--- src/rtl/ixbank_pkg.sv ---
package ixbank_pkg;
  typedef enum logic {
    SRC_LOW  = 1'b0,
    SRC_HIGH = 1'b1
  } bank_src_e;
endpackage

--- src/rtl/ixbank_opdec.sv ---
module ixbank_opdec #(
  parameter int          DW    = 8,
  parameter logic [7:0]  OPC_A = 8'hB1,
  parameter logic [7:0]  OPC_B = 8'h91
) (
  input  logic          clk,
  input  logic          rst,
  input  logic          sync_early,
  input  logic [DW-1:0] data_in,
  input  logic          brk_forced,
  input  logic          adv,
  output logic          fetch_q,
  output logic          hit
);
  // bits where the two opcodes differ are don't-care in the compare
  localparam logic [DW-1:0] CARE = ~(DW'(OPC_A) ^ DW'(OPC_B));
  localparam logic [DW-1:0] REF  = DW'(OPC_A) & CARE;

  logic match;

  assign match = ((data_in & CARE) == REF);
  assign hit   = fetch_q & adv & ~brk_forced & match;

  // fetch cycle marker; a stalled fetch repeats
  always_ff @(posedge clk) begin
    if (rst) fetch_q <= 1'b0;
    else     fetch_q <= sync_early | (fetch_q & ~adv);
  end

  a_r9_fetch_held: assert property (@(posedge clk) disable iff (rst)
    (fetch_q && !adv) |=> fetch_q);
endmodule

--- src/rtl/ixbank_delay.sv ---
module ixbank_delay #(
  parameter int DEPTH = 3
) (
  input  logic             clk,
  input  logic             rst,
  input  logic             fetch_q,
  input  logic             adv,
  input  logic             hit,
  output logic [DEPTH-1:0] stages,
  output logic             tap
);
  logic [DEPTH-1:0] nxt;

  generate
    for (genvar i = 0; i < DEPTH; i++) begin : g_stage
      if (i == 0) begin : g_head
        always_comb begin
          if (fetch_q)  nxt[i] = hit;
          else if (adv) nxt[i] = 1'b0;
          else          nxt[i] = stages[i];
        end
      end else begin : g_body
        always_comb begin
          if (fetch_q)  nxt[i] = 1'b0;
          else if (adv) nxt[i] = stages[i-1];
          else          nxt[i] = stages[i];
        end
      end
    end
  endgenerate

  always_ff @(posedge clk) begin
    if (rst) stages <= '0;
    else     stages <= nxt;
  end

  assign tap = stages[DEPTH-1];

  a_r2_single_token: assert property (@(posedge clk) disable iff (rst)
    $onehot0(stages));
  a_r7_hold_on_wait: assert property (@(posedge clk) disable iff (rst)
    (!adv && !fetch_q) |=> $stable(stages));
endmodule

--- src/rtl/ixbank_outsel.sv ---
module ixbank_outsel
  import ixbank_pkg::*;
#(
  parameter int BW = 4
) (
  input  logic          clk,
  input  logic          rst,
  input  logic          sync_early,
  input  logic          tap,
  input  logic          adv,
  input  logic          fetch_q,
  input  logic [BW-1:0] bank0,
  input  logic [BW-1:0] bank1,
  output logic          sel_q,
  output logic [BW-1:0] bank_addr
);
  bank_src_e src_n;
  logic      set_ev;

  assign set_ev = tap & adv & ~fetch_q;

  // clear has priority over set
  always_comb begin
    if (sync_early)  src_n = SRC_LOW;
    else if (set_ev) src_n = SRC_HIGH;
    else             src_n = bank_src_e'(sel_q);
  end

  always_ff @(posedge clk) begin
    if (rst) begin
      sel_q     <= 1'b0;
      bank_addr <= '1;
    end else begin
      sel_q     <= src_n;
      bank_addr <= (src_n == SRC_HIGH) ? bank1 : bank0;
    end
  end

  a_r6_clear_on_fetch: assert property (@(posedge clk) disable iff (rst)
    sync_early |=> !sel_q);
endmodule

--- src/rtl/ixbank_seq.sv ---
module ixbank_seq #(
  parameter int BW    = 4,
  parameter int DW    = 8,
  parameter int DEPTH = 3
) (
  input  logic          clk,
  input  logic          rst,
  input  logic          sync_early,
  input  logic [DW-1:0] data_in,
  input  logic          brk_forced,
  input  logic          rdy,
  input  logic          wr,
  input  logic [BW-1:0] bank0,
  input  logic [BW-1:0] bank1,
  output logic [BW-1:0] bank_addr
);
  logic             adv;
  logic             fetch_q;
  logic             hit;
  logic [DEPTH-1:0] stages;
  logic             tap;
  logic             sel_q;

  // only reads wait on ready
  assign adv = rdy | wr;

  ixbank_opdec #(.DW(DW)) u_dec (
    .clk(clk), .rst(rst), .sync_early(sync_early), .data_in(data_in),
    .brk_forced(brk_forced), .adv(adv), .fetch_q(fetch_q), .hit(hit)
  );

  ixbank_delay #(.DEPTH(DEPTH)) u_dly (
    .clk(clk), .rst(rst), .fetch_q(fetch_q), .adv(adv), .hit(hit),
    .stages(stages), .tap(tap)
  );

  ixbank_outsel #(.BW(BW)) u_out (
    .clk(clk), .rst(rst), .sync_early(sync_early), .tap(tap), .adv(adv),
    .fetch_q(fetch_q), .bank0(bank0), .bank1(bank1), .sel_q(sel_q),
    .bank_addr(bank_addr)
  );

  a_r4_break_blocks: assert property (@(posedge clk) disable iff (rst)
    (fetch_q && brk_forced) |=> (stages == '0));
  a_r10_loads_bank1: assert property (@(posedge clk) disable iff (rst)
    $rose(sel_q) |-> (bank_addr == $past(bank1)));
endmodule

--- config.mk ---
export PLATFORM = sky130hd
export DESIGN_NAME = ixbank_seq
export DESIGN_NICKNAME = d
export VERILOG_FILES = /design/src/rtl/ixbank_pkg.sv /design/src/rtl/ixbank_opdec.sv /design/src/rtl/ixbank_delay.sv /design/src/rtl/ixbank_outsel.sv /design/src/rtl/ixbank_seq.sv
export SDC_FILE = /design/constraint.sdc
export NUM_CORES = 1
export LEC_CHECK = 0
export ABC_AREA = 1
export BUFFER_PORTS_ARGS = -buffer_cell sky130_fd_sc_hd__clkbuf_2
export CAP_MARGIN = 15
export CORE_AREA = 5 5 42 44
export CTS_CLUSTER_DIAMETER = 80
export DETAILED_ROUTE_END_ITERATION = 12
export DIE_AREA = 0 0 47 49
export PLACE_DENSITY = 0.62
export SLEW_MARGIN = 20
export SYNTH_ARGS = -nofsm -noshare
export SYNTH_HDL_FRONTEND = slang
export SYNTH_HIERARCHICAL = 1
export SYNTH_SLANG_ARGS = --single-unit
--- constraint.sdc ---
create_clock -name clk -period 1.3 [get_ports clk]
set_clock_uncertainty 0.2 [all_clocks]
set_input_delay 0.065 -clock clk [delete_from_list [all_inputs] [get_ports clk]]
set_output_delay 0.065 -clock clk [all_outputs]
set_load 0.05 [all_outputs]
# ---- Word level (Yosys, flattened, before mapping)
# Index checks and enable logic that the tools add are counted.
dict set report totals {
  reg_bits 9
  input_bits 22
  out_inout_bits 4
  elab_cells 24
}
dict set report op_classes {
  eq_ne 1
  muxes 5
  bitwise 11
  reduce_logical 2
}
# cell n
set op_table {}
lappend op_table {{equality test 7 bit, second input constant} 1}
lappend op_table {{bitwise AND 1 bit} 6}
lappend op_table {{two-way mux 1 bit} 4}
lappend op_table {{two-way mux 4 bit} 1}
lappend op_table {{NOT 1 bit} 3}
lappend op_table {{bitwise OR 1 bit} 2}
lappend op_table {{nonzero test 2 bit} 1}
lappend op_table {{OR reduction 2 bit} 1}

# ---- Longest topological paths before layout
dict set report depth {
  ltp_word 6
  mapped_depth 10
  mapped_depth_nobuf 10
}

# ---- Hierarchy
# The synthesis kept the hierarchy.
# mod n_inst cells_each area_each_um2 seq_area_each_um2
set modules_own_cells {}
lappend modules_own_cells {ixbank_outsel 1 25 206.4 100.1}
lappend modules_own_cells {ixbank_delay 1 21 135.1 60.1}
lappend modules_own_cells {ixbank_opdec 1 13 71.3 20.0}
lappend modules_own_cells {ixbank_seq 1 3 11.3 0.0}

# ---- Least setup slack after synthesis
# Ideal clock, no wire load.
dict set report synth_timing {
  path_type {reg-to-reg}
  start {register u_dec.fetch_q}
  end {register u_dly.stages[0]}
  setup_time_ns 0.064
  arrival_ns 0.827
  t_required_ns 1.036
  setup_slack_ns 0.209
  stages_incl_launch_ff 9
  n_path_buf 0
  period_less_slack_ns 1.091
  path_cell_list {dfxtp_1 > nand2_1 > inv_1 > nand3_1 > nor2_1 > inv_1 > nand2_1 > nand2_1 > nor2_1}
}
dict set report synth_via {
  elab_chain_len 4
  elab_cells_between_ends 5
  cone_classes {mux (1); bitwise (3); reduce/logical (1)}
}
# element line
set synth_lines {}
lappend synth_lines {{from (decl)} ixbank_opdec.sv:12} ;# output logic fetch_q,
lappend synth_lines {{from (signal assigned)} ixbank_opdec.sv:27} ;# else fetch_q <= sync_early | (fetch_q & ~adv);
lappend synth_lines {{bitwise AND 1 bit (3 in a row)} ixbank_opdec.sv:22} ;# assign hit = fetch_q & adv & ~brk_forced & match;
lappend synth_lines {{net hit} ixbank_seq.sv:19} ;# logic hit;
lappend synth_lines {{two-way mux 1 bit} ixbank_delay.sv:18} ;# if (fetch_q) nxt[i] = hit;
lappend synth_lines {{to (signal assigned)} ixbank_delay.sv:34} ;# else stages <= nxt;
lappend synth_lines {{to (decl)} ixbank_delay.sv:9} ;# output logic [DEPTH-1:0] stages,
# The timed path passes the listed nets, and every way through them passes these cells.
# A chain may end at the register's enable or synchronous reset.

# ---- Final worst setup path
dict set report layout_timing {
  start {input port brk_forced}
  end {register u_dly.stages[0]}
}
dict set report layout_via {
  elab_chain_len 4
}
# element line
set layout_lines {}
lappend layout_lines {{from (decl)} ixbank_seq.sv:10} ;# input logic brk_forced,
lappend layout_lines {{NOT 1 bit} ixbank_opdec.sv:22}
lappend layout_lines {{bitwise AND 1 bit (2 in a row)} ixbank_opdec.sv:22}
lappend layout_lines {{net hit} ixbank_seq.sv:19}
lappend layout_lines {{two-way mux 1 bit} ixbank_delay.sv:18}
# The timed path passes the listed nets, and every way through them passes these cells.

==> results.txt <==
----------------------------------------------------
[Floorplanning]
  Total die area ... roughly 2300 µm²
  Floorplan die width ... approximately 47 µm
  Initial core utilization ... just under 30%
  Count of standard-cell rows ... 14
  Num ports ... 26
  Core footprint ... 1400 µm²
  Chip height ... between 40 and 50 µm

[Power and ir drop]
  Cell internal power dissipation ... 0.000481 W
  Net switching fraction of the power ... 26.7%
  Areal power density over the cells ... between 900 and 1000 nW/µm²
  Static leakage ... 0.395 nW
  Peak ir drop on the vdd network ... between 0.0005 and 0.0006 V
  Power share of the sequential group ... ~46%
  Net switching power figure ... between 0.00015 and 0.0002 W
  Combinational fraction of design power ... 22.8%
  Fraction of power consumed by the clock network ... between 30% and 40%

[Final layout]
  Non-filler instance count after layout ... approximately 120
  Area growth syn-to-layout ... 73.3%
  Share of cells above drive strength 1 ... 35.9%
  Number of antenna diodes ... 0
  Total Nets Final ... around 130

[GRT]
  Via count of the first global-routing pass ... ~530
  Global-route usage over all layers ... a little under an eighth
  Pin count of the biggest net entering global routing ... 7
  Congestion Overflow GR ... 0
  Number of antenna violations at the first check in global routing ... 0
  Wire length of the first global-routing pass ... roughly 1900 µm

[Critical path]
  Required time of the critical path ... ~1300 ps
  Kind of end point of the critical path ... flip-flop
  Max FO, Critical Path ... 1
  Crit start category ... input pin
  Worst endpoint data arrival time ... between 1000 and 1500 ps
  Start-to-end type of the worst setup path ... input pin to flip-flop

[Synthesis]
  Number of nets in the synthesized netlist ... a little over 80
  Synthesized area ... between 400 and 500 µm²
  Avg Cell Area, Syn ... 6.83 µm²
  Number of warnings issued by yosys ... 6
  Number of standard cells after synthesis ... 61

[Min path]
  Tightest Hold Check Type ... input pin to flip-flop

[Drt]
  Final routed wire length divided by cell count ... 9.49 µm
  Uppermost routed layer ... met3
  Number of antenna-violating nets in the routed design ... 0
  Via density per instance ... ~4.2
  WL met3 ... 111 µm
  Number of design-rule violations left by the first detailed-router iteration ... 5
  Met2 WL post-DR ... 617 µm
  Wire length after detailed routing ... approximately 1100 µm
  Wire length the detailed router placed on met1 ... 400 µm
  Vias after detailed routing ... 496
  Count of unresolved DRC violations after routing ... 0
  Number of search-and-repair iterations in the first detailed-routing pass ... 4

[Run status]
  Run status ... complete, no violations

[Timing]
  Number of max-slew violations in the final report ... 0
  Setup violators final ... 0
  Relative slew slack ... around four fifths
  Highest Clock Rate ... about 900 MHz
  Final Critical Period ... ~1100 ps
  Period Utilization, post-route ... about 88%
  Number of endpoints with negative hold slack in the final report ... 0
  Sum of negative setup slack ... 0 ps
  Unrepaired setup endpoints after global routing ... no
  Slew at the pin closest to its max-slew limit ... ~280 ps

[Clocking]
  Level count of the clock H-tree ... 1
  Clock-pin slew on the worst setup and hold paths ... 60 ps
  Max Buffers Root-to-Sink ... 2
  Insertion delay to the later sink of the worst-skew pair ... 250 ps
  Clock tree from TritonCTS ... built
  Buffer count from post-CTS setup fixing ... 0
  Number of buffers created by CTS ... 3
  Clock tree root buffer cell ... clkbuf_4
  CTS sink count ... 9

[Placement]
  Port Buffers ... 24
  Cells after DPL ... ~100
  Half-perimeter wire length after placement ... 744 µm
  Gpl congestion ... 0.681

[Run]
  Reported max-cap violation count ... 0

----------------------------------------------------
[layer usage]
layer  track usage (%)  vias up
li1                  -      268
met1              9.53      206
met2              22.2       22
met3              2.58        0
met4              5.53        0
met5                 0        -
[timing repair]
action,CTS,global route
hold buffers,13,0
setup endpoints to repair,0,1
gates resized for setup,0,1
endpoints found under the hold margin,9,0
[metrics by stage]
step	instance area (µm²)	setup slack [ps]	util [%]	power (W)	hold slack (ps)
2_1_floorplan	417	209	-	0.000374	-62.6
4_1_cts	721	105	51.4	0.000666	5.70
3_5_place_dp	564	121	40.3	0.000422	73.4
5_1_grt	722	36.9	51.5	0.000699	65.3
6_report	722	158	51.5	0.000656	7.54
3_3_place_gp	564	139	40.3	0.000420	71.7
[final cells by class]
class                           instances  area (µm²)
Multi-Input combinational cell         39         188
Tap cell                               16        20.0
Sequential cell                         9         181
Timing Repair Buffer                   38         258
Fill cell                             148         679
Inverter                               13        48.8
Clock buffer                            4        26.3
[registers in the layout, summed over array words and instances (netlist names)]
register and cells:
u_dly/stages 3, u_out/sel_q 1, u_out/bank_addr 4, u_dec/fetch_q 1
[path summary, 6_finish.rpt]
| kind | start | endpoint | slack, ps | cells past startpoint |
|---|---|---|---|---|
| setup reg to reg | u_dec/fetch_q | u_out/bank_addr[2] | 200 | 6 |
| setup / recovery | brk_forced | u_dly/stages[0] | 160 | 9 |
| hold reg to reg | u_dly/stages[2] | u_dly/stages[2] | 290 | 2 |
| hold / removal | data_in[6] | u_dly/stages[0] | 8 | 8 |
[placed cells by master, fill, tap and decap left out]
cell           count
clkbuf_2          24
dlygate4sd3_1     13
nand2_1           12
inv_1             10
nor2_1            10
nand3_1           10
dfxtp_1            8
clkbuf_4           3
inv_2              3
nor2_2             2
a21oi_1            2
nand2_4            2
clkbuf_1           1
buf_4              1
dfxtp_2            1
nand3_2            1
[worst max-delay path, cell delays in order]
cell,delay [ps]
dlygate4sd3_1,530
clkbuf_2,100
nor2_1,70
nand3_1,70
nor2_1,100
inv_1,40
nand2_1,40
nand2_1,40
nor2_1,80
[power groups by stage]
stage | logic [W] | registers, W | clock network [W]
after global placement | 0.000117 | 0.000304 | 0
after CTS | 0.000148 | 0.000298 | 0.000219
after global routing | 0.000164 | 0.000301 | 0.000234
final | 0.000150 | 0.000298 | 0.000208
after floorplan | 0.0000430 | 0.000331 | 0
after detailed placement | 0.000118 | 0.000304 | 0
Power figures use the tool's default switching activity.
